## src/rtl/swu_pkg.sv

```systemverilog
package swu_pkg;
  typedef enum logic [1:0] {
    ST_RUN  = 2'd0,
    ST_STOP = 2'd1,
    ST_WARM = 2'd2
  } swuState_e;

  // strobes from control to the warm-up datapath
  typedef struct packed {
    logic latchCfg;  // capture source select and length code
    logic cntClear;  // hold the warm-up counter at zero
    logic cntRun;    // counter may advance on the chosen tick
  } swuStrobe_t;
endpackage

```

## src/rtl/swu_ctrl.sv

```systemverilog
module swu_ctrl
  import swu_pkg::*;
(
  input  logic       clk,
  input  logic       rstN,
  input  logic       stopReq,
  input  logic       irqPending,
  input  logic       driveEn,
  input  logic       cntDone,
  output swuStrobe_t strobe,
  output logic       sysClkEn,
  output logic       oscOff,
  output logic       busHold,
  output logic       pinDrive
);
  swuState_e state, stateNxt;

  always_comb begin
    stateNxt = state;
    unique case (state)
      ST_RUN:  if (stopReq && !irqPending) stateNxt = ST_STOP;
      ST_STOP: if (irqPending)             stateNxt = ST_WARM;
      ST_WARM: if (cntDone)                stateNxt = ST_RUN;
      default:                             stateNxt = ST_RUN;
    endcase
  end

  always_ff @(posedge clk or negedge rstN) begin
    if (!rstN) state <= ST_RUN;
    else       state <= stateNxt;
  end

  always_comb begin
    strobe.latchCfg = (state == ST_RUN);
    strobe.cntClear = (state != ST_WARM);
    strobe.cntRun   = (state == ST_WARM);
  end

  assign sysClkEn = (state == ST_RUN);
  assign oscOff   = (state == ST_STOP);
  assign busHold  = (state != ST_RUN);
  assign pinDrive = (state == ST_RUN) ? 1'b1 : driveEn;
endmodule

```

## src/rtl/swu_warmup_dp.sv

```systemverilog
module swu_warmup_dp
  import swu_pkg::*;
#(
  parameter int CNT_W = 16,
  parameter int LOG_A = 8,
  parameter int LOG_B = 14,
  parameter int LOG_C = 16
) (
  input  logic       clk,
  input  logic       rstN,
  input  swuStrobe_t strobe,
  input  logic       slowSel,
  input  logic [1:0] wuSel,
  input  logic       fastTick,
  input  logic       slowTick,
  output logic       clkSelSlow,
  output logic       cntDone
);
  localparam logic [CNT_W-1:0] ONES   = '1;
  localparam logic [CNT_W-1:0] LAST_A = ONES >> (CNT_W - LOG_A);
  localparam logic [CNT_W-1:0] LAST_B = ONES >> (CNT_W - LOG_B);
  localparam logic [CNT_W-1:0] LAST_C = ONES >> (CNT_W - LOG_C);

  logic             selSlowQ;
  logic [1:0]       wuSelQ;
  logic [CNT_W-1:0] cnt;
  logic [CNT_W-1:0] lastCnt;
  logic             tickSel;
  logic             atLast;

  always_ff @(posedge clk or negedge rstN) begin
    if (!rstN) begin
      selSlowQ <= 1'b0;
      wuSelQ   <= 2'b00;
    end else if (strobe.latchCfg) begin
      selSlowQ <= slowSel;
      wuSelQ   <= wuSel;
    end
  end

  always_comb begin
    unique case (wuSelQ)
      2'b01:   lastCnt = LAST_A;
      2'b10:   lastCnt = LAST_B;
      default: lastCnt = LAST_C;  // 11, and reserved 00
    endcase
  end

  assign tickSel = selSlowQ ? slowTick : fastTick;
  assign atLast  = (cnt == lastCnt);

  always_ff @(posedge clk or negedge rstN) begin
    if (!rstN)                                   cnt <= '0;
    else if (strobe.cntClear)                    cnt <= '0;
    else if (strobe.cntRun && tickSel && !atLast) cnt <= cnt + 1'b1;
  end

  assign cntDone    = strobe.cntRun && tickSel && atLast;
  assign clkSelSlow = selSlowQ;
endmodule

```

## src/rtl/stop_warmup_ctrl.sv

```systemverilog
module stop_warmup_ctrl
  import swu_pkg::*;
#(
  parameter int CNT_W = 16,
  parameter int LOG_A = 8,
  parameter int LOG_B = 14,
  parameter int LOG_C = 16
) (
  input  logic       clk,
  input  logic       rstN,
  input  logic       stopReq,
  input  logic       irqPending,
  input  logic       driveEn,
  input  logic       slowSel,
  input  logic [1:0] wuSel,
  input  logic       fastTick,
  input  logic       slowTick,
  output logic       sysClkEn,
  output logic       oscOff,
  output logic       clkSelSlow,
  output logic       busHold,
  output logic       pinDrive
);
  swuStrobe_t strobe;
  logic       cntDone;

  swu_ctrl u_ctrl (
    .clk        (clk),
    .rstN       (rstN),
    .stopReq    (stopReq),
    .irqPending (irqPending),
    .driveEn    (driveEn),
    .cntDone    (cntDone),
    .strobe     (strobe),
    .sysClkEn   (sysClkEn),
    .oscOff     (oscOff),
    .busHold    (busHold),
    .pinDrive   (pinDrive)
  );

  swu_warmup_dp #(
    .CNT_W (CNT_W),
    .LOG_A (LOG_A),
    .LOG_B (LOG_B),
    .LOG_C (LOG_C)
  ) u_dp (
    .clk        (clk),
    .rstN       (rstN),
    .strobe     (strobe),
    .slowSel    (slowSel),
    .wuSel      (wuSel),
    .fastTick   (fastTick),
    .slowTick   (slowTick),
    .clkSelSlow (clkSelSlow),
    .cntDone    (cntDone)
  );
endmodule

```

## config.mk

```make
export PLATFORM = sky130hd
export DESIGN_NAME = stop_warmup_ctrl
export DESIGN_NICKNAME = d
export VERILOG_FILES = /design/src/rtl/swu_pkg.sv /design/src/rtl/swu_ctrl.sv /design/src/rtl/swu_warmup_dp.sv /design/src/rtl/stop_warmup_ctrl.sv
export SDC_FILE = /design/constraint.sdc
export NUM_CORES = 1
export LEC_CHECK = 0
export BUFFER_PORTS_ARGS = -buffer_cell sky130_fd_sc_hd__buf_4
export CORE_MARGIN = 5
export CORE_UTILIZATION = 55
export DETAILED_ROUTE_END_ITERATION = 8
export PLACE_DENSITY = 0.82
export SYNTH_ARGS = -nofsm -noshare
export SYNTH_HDL_FRONTEND = slang
export SYNTH_SLANG_ARGS = --single-unit
```

## constraint.sdc

```tcl
create_clock -name clk -period 2.3 [get_ports clk]
set_input_delay 0.345 -clock clk [delete_from_list [all_inputs] [get_ports clk]]
set_output_delay 0.345 -clock clk [all_outputs]
set_load 0.01 [all_outputs]
```

Word-level counts from Yosys, hierarchy flattened

Cells that the tools add are included.

Add/sub/neg operators: 1
Equal/unequal tests: 9
Muxes and demuxes: 9
Reductions and logical operators: 10

Operators with widths:

| operator                                                                 | number |
|---|---|
| 16-bit 2-to-1 mux                                                        | 2 |
| 16-bit one-hot mux with 2 select lines                                   | 1 |
| 16-bit by 1-bit adder with 16-bit output (second input constant)         | 1 |
| 16-bit == test                                                           | 1 |
| 2-bit 2-to-1 mux                                                         | 3 |
| 2-bit inequality test (second input constant)                            | 3 |
| 2-bit one-hot mux with 3 select lines                                    | 1 |
| 2-bit by 1-bit == test with 1-bit output (second input constant)         | 2 |
| 2-bit == test (second input constant)                                    | 2 |
| 1-bit logical AND                                                        | 4 |
| 2-bit nonzero test                                                       | 2 |
| 3-bit AND reduction                                                      | 1 |
| 1-bit zero test                                                          | 2 |
| 2-bit zero test                                                          | 1 |
| 1-bit 2-to-1 mux                                                         | 2 |
| 2-bit by 1-bit inequality test with 1-bit output (second input constant) | 1 |

Register bits after elaboration: 21
Input port bits: 10
Output and inout port bits: 5
Logic and storage cells: 33

Logic depth before layout (Yosys ltp)

Gate-level depths: netlist of the first run.

Depth in word-level cells: 7
Mapped depth: 9
Gate-level depth less buffers: 7

Hierarchy

Synthesis of the first run repeated with hierarchy kept, for this count alone.

Cells, all modules: 125
Area, all modules: 1253.7 µm²

Modules (own cells, without submodules):

| module        | times used | cells an instance | area an instance (µm²) | seq. area each (µm²) |
|---|---|---|---|---|
| swu_warmup_dp | 1          | 113               | 1131.1                 | 475.5 |
| swu_ctrl      | 1          | 12                | 122.6                  | 50.0 |

Worst setup path after synthesis of the first run

No wires, ideal clock.

Path kind: register -> register
Start: register u_dp.wuSelQ[0]
End: register u_dp.cnt[0]
Library setup time: 132 ps
Arrival: 1865 ps
Data required time: 2168 ps
Path slack: 303 ps
Cell stages (with the launch flop): 9
Buffers on the path: 2
Clock period less this slack: 1997 ps
Path through: dfrtp_1 ha_1 nor3_1 o22ai_1 o31ai_2 buf_6 buf_2 xor2_1 nor2_1

Word-level cells in the longest chain between the ends: 6
Elaborated cells on any way between the ends: 7
Classes of those cells: eq/ne: 3; mux: 1; reduce/logical: 3

Ends and longest elaborated chain:

| element                                                                          | RTL line            | source |
|---|---|---|
| start: declaration                                                               | swu_warmup_dp.sv:25 | `logic [1:0] wuSelQ;` |
| start signal: assignment                                                         | swu_warmup_dp.sv:37 | `wuSelQ <= wuSel;` |
| 2-bit == test / 2-bit by 1-bit == test with 1-bit output (equally long branches) | swu_warmup_dp.sv:42 | `unique case (wuSelQ)` |
| 16-bit one-hot mux with 2 select lines (*)                                       | swu_warmup_dp.sv:42 |  |
| 16-bit == test (*)                                                               | swu_warmup_dp.sv:50 | `assign atLast = (cnt == lastCnt);` |
| 1-bit zero test (*)                                                              | swu_warmup_dp.sv:55 | `else if (strobe.cntRun && tickSel && !atLast) cnt <= cnt + 1'b1;` |
| 1-bit logical AND (*)                                                            | swu_warmup_dp.sv:55 |  |
| 2-bit nonzero test (no source line) (*)                                          | --                  |  |
| end signal: assignment                                                           | swu_warmup_dp.sv:55 |  |
| end: declaration                                                                 | swu_warmup_dp.sv:26 | `logic [CNT_W-1:0] cnt;` |

Mark *: on every way between the ends. The rest lies on a longest branch, timed or not.
A chain may end at the register's enable or synchronous reset.

Worst setup path after layout of the first run

Start: register u_dp.wuSelQ[0]
End: register u_dp.cnt[15]

The elaborated chain is that of the path after synthesis.

==> impl_metrics.env, run 1 <==
export IMPL_wl_met3_um=73
export IMPL_period_share_pct=94.3
export IMPL_synth_compound_area_share_pct=16.0
export IMPL_io_pins=15
export IMPL_fin_crit_ns=2.17
export IMPL_synthXorXnorAreaFrac_pct=2.28
export IMPL_antennaDiodeCount=0
export IMPL_grt_max_degree=26
export IMPL_p_clk_share_pct=16.6
export IMPL_cts_buffers_inserted=3
export IMPL_wl_per_cell_um=14.7
export IMPL_drc=0
export IMPL_nNetsFinal=152
export IMPL_die_w_um=55.8
export IMPL_portBuffers=14
export IMPL_p_switching_mw=0.379
export IMPL_netlist_area_leader_share_pct=45.7
export IMPL_drt_met1_wl_um=1070
export IMPL_path_max_fanout=25
export IMPL_synth_top_family_by_area="simple AND/OR/NAND/NOR gates"
export IMPL_finalInstanceArea_um2=1340
export IMPL_cts_num_sinks=21
export IMPL_start_util_pct=58.1
export IMPL_cpMaxStageDelayCell="or4_1"
export IMPL_synth_fa_ha_area_share_pct=2.17
export IMPL_drive_gt1_share_pct=20.1
export IMPL_power_density_nw_per_um2=793
export IMPL_wl_met2_um=1280
export IMPL_drv_cap=0
export IMPL_yosysSeqAreaShare_pct=45.7
export IMPL_cts_root_buf="clkbuf_4"
export IMPL_cp_start_kind="register"
export IMPL_synth_seq_cells=21
export IMPL_grt_pass1_wl_um=4230
export IMPL_seq_power_share_pct=43.3
export IMPL_cts_max_level=1
export IMPL_cts_tree="yes"
export IMPL_end_kind="register"
export IMPL_combinationalPowerShare_pct=40.1
export IMPL_rows=16
export IMPL_critical_path_class="register to register"
export IMPL_syn_nets=133
export IMPL_worstPathRequired_ns=2.51
export IMPL_clock_latency_ns=0.30
export IMPL_hold_worst_slack_ns=0.194
export IMPL_clkSlewWorstSetupHoldPaths_ns=0.12
export IMPL_hold_class="input port to register"
export IMPL_final_cell_mix="dfrtp_1 (21), buf_4 (16), a21oi_1 (11)"
export IMPL_post_synth_inst_count=121
export IMPL_finalWirelength_um=2450
export IMPL_die_h_um=55.8
export IMPL_tightest_slew_ns=0.561
export IMPL_viasPerCell=5.84
export IMPL_max_vdd_ir_drop_uv=575
export IMPL_die_area_um2=3110
export IMPL_setup_viol_count_final=0
export IMPL_dr_max_layer_used="met4"
export IMPL_final_antenna_net_count=0
export IMPL_power_switching_share_pct=35.7
export IMPL_clock_skew_ns=0.00432
export IMPL_place_worst_setup_slack_ns=0.174
export IMPL_power_leakage_nw=0.555
export IMPL_final_common_cell="dfrtp_1"
export IMPL_yosys_top_cells_area="dfrtp_1 (46%), a21oi_1 (4.8%), o21ai_0 (4.3%)"
export IMPL_slew_violations=0
export IMPL_r2r_slack_ns=0.13
export IMPL_max_slew_margin_pct=62.1
export IMPL_setup_ws_ns=0.131
export IMPL_clock_path_buffers=2
export IMPL_core_area_um2=1980
export IMPL_ys_warn_count=0
export IMPL_drtIter0Drc=16
export IMPL_timing_final_hold_violations=0
export IMPL_max_stage_delay_ns=0.50
export IMPL_internal_power_mw=0.681
export IMPL_track_usage_pct=16.9
export IMPL_syn_area_um2=1150
export IMPL_ys_types=34
export IMPL_antenna_found_initial=0
export IMPL_outcome="finished clean"
export IMPL_place_area_um2=1300
export IMPL_num_vias=969
export IMPL_area_growth_pct=16.1
export IMPL_grt_pass1_vias=885
export IMPL_fillCellCount=149
export IMPL_clock_fmax_mhz=461
export IMPL_rsz0062_at_grt="no"
export IMPL_globalplace_congestion=0.832
export IMPL_synth_simple_area_share_pct=25.8
export IMPL_synthMuxAreaShare_pct=4.67
export IMPL_post_cts_buffers=0
export IMPL_dp_hpwl_um=1820
export IMPL_fin_util_pct=67.4
export IMPL_grt_overflow=0
export IMPL_synth_avg_cell_area_um2=9.51
export IMPL_synth_area_leader_cell="dfrtp_1"
export IMPL_path_cells="ha_1 > and3_1 > o22ai_1 > o31ai_2 > buf_12 > or4_1 > a21oi_1"
export IMPL_drt_pass1_iter_count=4
export IMPL_tns_ns=0
export IMPL_crit_arrival_ns=2.38
## stage by stage
stage / total power [mW] / std cells
after floorplan: 0.719 / 121
after detailed placement: 0.897 / 161
after global placement: 0.873 / 161
after global routing: 1.14 / 166
final: 1.06 / 166
after CTS: 1.07 / 166
## layout make-up
cell class | instances | area [µm²] | area share [%]
Clock buffer | 4 | 26.3 | 1.97
Tap cell | 27 | 33.8 | 2.53
Sequential cell | 21 | 526 | 39.3
Inverter | 4 | 15.0 | 1.12
Multi-Input combinational cell | 92 | 586 | 43.8
Timing Repair Buffer | 18 | 150 | 11.2
## sequential cells by signal, summed over array words and instances, names as in the netlist
register,count
u_dp.cnt,16
u_dp.wuSelQ,2
u_ctrl.state,2
u_dp.clkSelSlow,1
## critical path: cells and delay by family, from the launching register on
family                     cells  cell delay, ns
DFF                            1            0.40
AOI/OAI and AO/OA              3            0.57
adders and majority gates      1            0.30
buffers and inverters          1            0.16
and+or+nand+nor                2            0.67
## worst paths after layout
path	endpoint	from	cells after the start
hold / removal	u_ctrl.state[0]$_DFFE_PN0P_	irqPending	2
setup / recovery	u_dp.cnt[15]$_DFFE_PN0P_	u_dp.wuSelQ[0]$_DFFE_PN0P_	7
setup reg to reg	u_dp.cnt[15]$_DFFE_PN0P_	u_dp.wuSelQ[0]$_DFFE_PN0P_	7
min in group asynchronous	u_dp.wuSelQ[1]$_DFFE_PN0P_	rstN	2
hold reg to reg	u_dp.wuSelQ[0]$_DFFE_PN0P_	u_dp.wuSelQ[0]$_DFFE_PN0P_	1
max in group asynchronous	u_dp.cnt[7]$_DFFE_PN0P_	rstN	2
## cells in the mapped netlist, drive strengths merged
cell type / n
a21oi: 11
a22oi: 1
and3: 3
and3b: 1
and4: 1
buf: 3
clkbuf: 1
dfrtp: 21
ha: 2
inv: 4
mux2: 3
mux2i: 2
nand2: 10
nand2b: 2
nand3: 4
nand3b: 1
nor2: 5
nor2b: 4
nor3: 3
nor3b: 1
nor4: 1
nor4b: 1
o211ai: 3
o21ai: 10
o22ai: 1
o31ai: 5
or2: 2
or3: 8
or4: 4
xor2: 3
## kinds of logic after synthesis
logic type / after synthesis
buf+inv: 8
compound gates: 31
mux: 5
simple gates: 51
fa+ha+maj: 2
flops: 21
xor+xnor: 3
## layer usage
metal  vias to the layer above  track usage, %
li1                        482               -
met4                         0            4.17
met2                        18            28.5
met3                         2            3.02
met5                         -               0
met1                       467            22.2
## power groups by stage
stage / logic [mW] / registers [mW] / clock network [mW]
CTS: 0.431 / 0.461 / 0.178
global route: 0.471 / 0.468 / 0.200
floorplan: 0.258 / 0.461 / 0
finish: 0.425 / 0.459 / 0.176
detailed placement: 0.428 / 0.468 / 0
global placement: 0.411 / 0.462 / 0
## timing repair
| item | 4_1_cts | 5_1_grt |
|---|---|---|
| hold buffers | 1 | 0 |
| endpoints found under the hold margin | 21 | 0 |
| resized for setup | 0 | 0 |
(Power assumes the default switching activity.)
==> inputs of run 2 (changes only) <==
--- a/config.mk
+++ b/config.mk
@@ -10,6 +10,7 @@
 export CORE_UTILIZATION = 55
 export DETAILED_ROUTE_END_ITERATION = 8
 export PLACE_DENSITY = 0.82
+export RECOVER_POWER = 100
 export SYNTH_ARGS = -nofsm -noshare
 export SYNTH_HDL_FRONTEND = slang
 export SYNTH_SLANG_ARGS = --single-unit
==> impl_metrics.env, run 2 (synthesis gave the netlist of run 1 again) <==
export IMPL_setup_viol_count_final=0
export IMPL_viasPerCell=5.83
export IMPL_min_path_cells=2
export IMPL_cts_max_level=1
export IMPL_whs_endpoint="u_ctrl.state[0]$_DFFE_PN0P_"
export IMPL_final_cell_mix="dfrtp_1 (21), a21oi_1 (11), nand2_1 (10), o21ai_0 (10), buf_4 (9)"
export IMPL_fin_crit_ns=2.17
export IMPL_largest_register_ffs=16
export IMPL_antenna_found_initial=0
export IMPL_nNetsFinal=152
export IMPL_r2r_slack_ns=0.13
export IMPL_r2r_cells=7
export IMPL_die_w_um=55.8
export IMPL_end_kind="register"
export IMPL_clock_skew_ns=0.00475
export IMPL_outcome="finished clean"
export IMPL_path_max_fanout=25
export IMPL_power_density_nw_per_um2=780
export IMPL_drive_gt1_share_pct=14.4
export IMPL_crit_arrival_ns=2.38
export IMPL_regMostFlops="u_dp.cnt"
export IMPL_timing_final_hold_violations=0
export IMPL_clkSlewWorstSetupHoldPaths_ns=0.12
export IMPL_cts_num_sinks=21
export IMPL_finalPower_mw=1.02
export IMPL_finalWirelength_um=2450
export IMPL_drv_cap=0
export IMPL_clock_fmax_mhz=462
export IMPL_fillCellCount=163
export IMPL_period_share_pct=94.2
export IMPL_power_leakage_nw=0.529
export IMPL_die_h_um=55.8
export IMPL_reg_top3="u_dp.cnt: 16 flops, u_ctrl.state: 2 flops, u_dp.wuSelQ: 2 flops"
export IMPL_portBuffers=14
export IMPL_grt_max_degree=26
export IMPL_rsz0062_at_grt="no"
export IMPL_max_slew_margin_pct=23.9
export IMPL_drtIter0Drc=16
export IMPL_regToRegStartpoint="u_dp.wuSelQ[0]$_DFFE_PN0P_"
export IMPL_area_growth_pct=13.4
export IMPL_die_area_um2=3110
export IMPL_hp_start="irqPending"
export IMPL_grt_overflow=0
export IMPL_num_vias=968
export IMPL_clock_latency_ns=0.30
export IMPL_cts_tree="yes"
export IMPL_rows=16
export IMPL_cts_buffers_inserted=3
export IMPL_worstPathRequired_ns=2.51
export IMPL_cp_start_kind="register"
export IMPL_tightest_slew_ns=1.14
export IMPL_drt_pass1_iter_count=4
export IMPL_final_common_cell="dfrtp_1"
export IMPL_max_vdd_ir_drop_uv=560
export IMPL_final_antenna_net_count=0
export IMPL_slew_violations=0
export IMPL_wl_per_cell_um=14.8
export IMPL_clock_path_buffers=2
export IMPL_globalplace_congestion=0.832
export IMPL_grt_pass1_vias=885
export IMPL_regArea_um2=526
export IMPL_io_pins=15
export IMPL_critical_path_class="register to register"
export IMPL_cts_resized=0
export IMPL_cts_root_buf="clkbuf_4"
export IMPL_tns_ns=0
export IMPL_core_area_um2=1980
export IMPL_dp_hpwl_um=1820
export IMPL_reg2reg_to="u_dp.cnt[15]$_DFFE_PN0P_"
export IMPL_start_util_pct=58.1
export IMPL_antennaDiodeCount=0
export IMPL_multiInputGateArea_um2=581
export IMPL_hold_class="input port to register"
export IMPL_grt_pass1_wl_um=4230
export IMPL_track_usage_pct=16.9
export IMPL_drc=0
run 2: layout make-up:
class                   instances  share of cell area, %
multi-input cells              92                   44.5
well taps                      27                   2.59
inverters                       4                   1.15
clock buffers                   4                   2.01
repair buffers                 18                   9.49
flip-flops and latches         21                   40.3
run 2: worst max path at each step:
stage	from	to	slack [ns]
floorplan	u_dp.wuSelQ[0]$_DFFE_PN0P_	u_dp.cnt[0]$_DFFE_PN0P_	0.30
CTS	u_dp.wuSelQ[0]$_DFFE_PN0P_	u_dp.cnt[15]$_DFFE_PN0P_	0.14
global placement	u_dp.wuSelQ[0]$_DFFE_PN0P_	u_dp.cnt[13]$_DFFE_PN0P_	0.27
detailed placement	u_dp.wuSelQ[0]$_DFFE_PN0P_	u_dp.cnt[15]$_DFFE_PN0P_	0.17
global route	u_dp.wuSelQ[0]$_DFFE_PN0P_	u_dp.cnt[15]$_DFFE_PN0P_	0.05
finish	u_dp.wuSelQ[0]$_DFFE_PN0P_	u_dp.cnt[15]$_DFFE_PN0P_	0.13
run 2: power breakdown:
group	switching [mW]	internal, mW	total [mW]
Sequential	0.0445	0.415	0.459
Combinational	0.221	0.161	0.382
Clock	0.109	0.0675	0.176
run 2: layer usage:
metal,vias to the layer above,GRT usage [%],wire [µm]
li1,482,-,-
met1,466,22.2,1080
met2,18,28.5,1270
met3,2,3.02,73
met4,0,4.17,19
met5,-,0,0
run 2: timing repair:
item                       CTS  global route
hold buffers                 1             0
buffers inserted             0             0
hold endpoints to repair    21             0
setup endpoints to repair    0             0
run 2: through the flow:
| step | util (%) | instances | setup WS, ns | hold slack (ns) | area (µm²) |
|---|---|---|---|---|---|
| 6_report | 65.8 | 166 | 0.134 | 0.194 | 1310 |
| 5_1_grt | 65.8 | 166 | 0.0454 | 0.191 | 1310 |
| 4_1_cts | 67.4 | 166 | 0.140 | 0.194 | 1340 |
| 3_5_place_dp | 65.6 | 161 | 0.174 | 0.243 | 1300 |
| 2_1_floorplan | - | 121 | 0.303 | 0.0494 | 1150 |
| 3_3_place_gp | 65.6 | 161 | 0.265 | 0.239 | 1300 |
run 2: worst max-delay path, cell delays in order, from the launching register on:
cell	delay, ns
dfrtp_1	0.40
ha_1	0.30
and3_1	0.17
o22ai_1	0.22
o31ai_1	0.15
buf_12	0.17
or4_1	0.50
a21oi_1	0.18
==> inputs of run 3 (changes only) <==
--- a/config.mk
+++ b/config.mk
@@ -8,6 +8,7 @@
 export BUFFER_PORTS_ARGS = -buffer_cell sky130_fd_sc_hd__buf_4
 export CORE_MARGIN = 5
 export CORE_UTILIZATION = 55
+export CTS_BUF_LIST = sky130_fd_sc_hd__clkbuf_16
 export DETAILED_ROUTE_END_ITERATION = 8
 export PLACE_DENSITY = 0.82
 export RECOVER_POWER = 100
==> impl_metrics.env, run 3 (synthesis gave the netlist of run 1 again) <==
export IMPL_path_max_fanout=25
export IMPL_tightest_slew_ns=1.16
export IMPL_crit_arrival_ns=2.35
export IMPL_slew_violations=0
export IMPL_power_switching_share_pct=33.6
export IMPL_r2r_slack_ns=0.11
export IMPL_reg_top3="u_dp.cnt: 16 flops, u_ctrl.state: 2 flops, u_dp.wuSelQ: 2 flops"
export IMPL_regMostFlops="u_dp.cnt"
export IMPL_final_common_cell="dfrtp_1"
export IMPL_r2r_cells=7
export IMPL_antenna_found_initial=0
export IMPL_area_growth_pct=18.4
export IMPL_start_util_pct=58.1
export IMPL_cts_root_buf="clkbuf_16"
export IMPL_regToRegStartpoint="u_dp.wuSelQ[0]$_DFFE_PN0P_"
export IMPL_die_w_um=55.8
export IMPL_antennaDiodeCount=0
export IMPL_power_density_nw_per_um2=896
export IMPL_cp_start_kind="register"
export IMPL_portBuffers=14
export IMPL_nNetsFinal=152
export IMPL_p_switching_mw=0.411
export IMPL_wl_per_cell_um=15.8
export IMPL_dp_hpwl_um=1820
export IMPL_outcome="finished clean"
export IMPL_fillCellCount=154
export IMPL_largest_register_ffs=16
export IMPL_worstPathRequired_ns=2.46
export IMPL_power_leakage_nw=0.558
export IMPL_post_cts_buffers=0
export IMPL_final_cell_mix="dfrtp_1 (21), a21oi_1 (11), nand2_1 (10), o21ai_0 (10), buf_4 (9)"
export IMPL_max_vdd_ir_drop_uv=570
export IMPL_end_kind="register"
export IMPL_max_slew_margin_pct=23.0
export IMPL_internal_power_mw=0.810
export IMPL_cts_num_sinks=21
export IMPL_clock_skew_ns=0.00384
export IMPL_p_clk_share_pct=29.4
export IMPL_seq_power_share_pct=37.8
export IMPL_fin_crit_ns=2.19
export IMPL_io_pins=15
export IMPL_drv_cap=0
export IMPL_rows=16
export IMPL_grt_overflow=0
export IMPL_drt_pass1_iter_count=4
export IMPL_reg2reg_to="u_dp.cnt[15]$_DFFE_PN0P_"
export IMPL_grt_pass1_wl_um=4520
export IMPL_core_area_um2=1980
export IMPL_critical_path_class="register to register"
export IMPL_tns_ns=0
export IMPL_num_vias=992
export IMPL_combinationalPowerShare_pct=32.8
export IMPL_drc=0
export IMPL_finalPower_mw=1.22
export IMPL_die_h_um=55.8
export IMPL_fin_util_pct=68.8
export IMPL_die_area_um2=3110
export IMPL_clock_path_buffers=2
export IMPL_clock_fmax_mhz=457
export IMPL_timing_final_hold_violations=0
export IMPL_hold_class="input port to register"
export IMPL_grt_max_degree=26
export IMPL_final_antenna_net_count=0
export IMPL_viasPerCell=5.98
export IMPL_track_usage_pct=18.2
export IMPL_grt_pass1_vias=915
export IMPL_setup_viol_count_final=0
export IMPL_regArea_um2=526
export IMPL_setup_worst_path_start="u_dp.wuSelQ[0]$_DFFE_PN0P_"
export IMPL_finalWirelength_um=2630
export IMPL_cts_max_level=1
export IMPL_multiInputGateArea_um2=586
export IMPL_period_share_pct=95.2
export IMPL_rsz0062_at_grt="no"
export IMPL_clock_latency_ns=0.25
export IMPL_crit_end="u_dp.cnt[15]$_DFFE_PN0P_"
export IMPL_cts_tree="yes"
export IMPL_drtIter0Drc=28
export IMPL_clkSlewWorstSetupHoldPaths_ns=0.06
export IMPL_drive_gt1_share_pct=15.1
export IMPL_globalplace_congestion=0.832
export IMPL_cts_buffers_inserted=3
## run 3: cell count changes in the layout (fill, tap and decap cells not counted)
cell,delta
clkbuf_1,-1
clkbuf_16,+3
clkbuf_4,-3
inv_1,+1
o31ai_1,-1
o31ai_2,+1
## run 3: worst max-delay path, stage by stage, from the launching register on
cell and delay [ns]:
dfrtp_1 0.38, ha_1 0.30, and3_1 0.17, o22ai_1 0.27, o31ai_2 0.14, buf_12 0.17
or4_1 0.50, a21oi_1 0.17
## run 3: power groups by stage
stage | combinational (mW) | clock [mW] | sequential, mW
2_1_floorplan | 0.258 | 0 | 0.461
3_3_place_gp | 0.411 | 0 | 0.462
3_5_place_dp | 0.428 | 0 | 0.468
4_1_cts | 0.438 | 0.361 | 0.462
5_1_grt | 0.439 | 0.389 | 0.468
6_report | 0.400 | 0.359 | 0.461
## run 3: layout make-up
class	instances	share of cell area, %
multi-input cells	92	43.0
flip-flops and latches	21	38.6
repair buffers	18	9.09
clock buffers	3	5.51
well taps	27	2.48
inverters	4	1.10
clock inverters	1	0.275
## run 3: how the worst min path moves through the flow
stage,startpoint,endpoint,cells after the start
after floorplan,rstN,u_ctrl.state[0]$_DFFE_PN0P_,0
after global placement,rstN,u_dp.cnt[11]$_DFFE_PN0P_,1
after detailed placement,rstN,u_dp.cnt[11]$_DFFE_PN0P_,1
after CTS,irqPending,u_ctrl.state[0]$_DFFE_PN0P_,2
after global routing,irqPending,u_ctrl.state[0]$_DFFE_PN0P_,2
final,irqPending,u_ctrl.state[0]$_DFFE_PN0P_,2
## run 3: routing by layer
metal / global-route usage, % / vias up / wire length (µm)
li1: - / 482 / -
met1: 22.9 / 483 / 1130
met2: 30.9 / 21 / 1400
met3: 3.71 / 6 / 60
met4: 6.25 / 0 / 37
met5: 0 / - / 0
## run 3: per-stage QoR
stage                     hold slack (ns)  cell area, µm²  cells  setup slack, ns
final                               0.253            1360    166            0.110
after global routing                0.265            1360    166           0.0243
after CTS                           0.257            1390    166            0.113
after detailed placement            0.243            1300    161            0.174
after global placement              0.239            1300    161            0.265
after floorplan                    0.0494            1150    121            0.303
## run 3: timing repair
action                                 4_1_cts  5_1_grt
resized for setup                            0        0
endpoints found under the hold margin       21        0
hold buffers                                 1        0
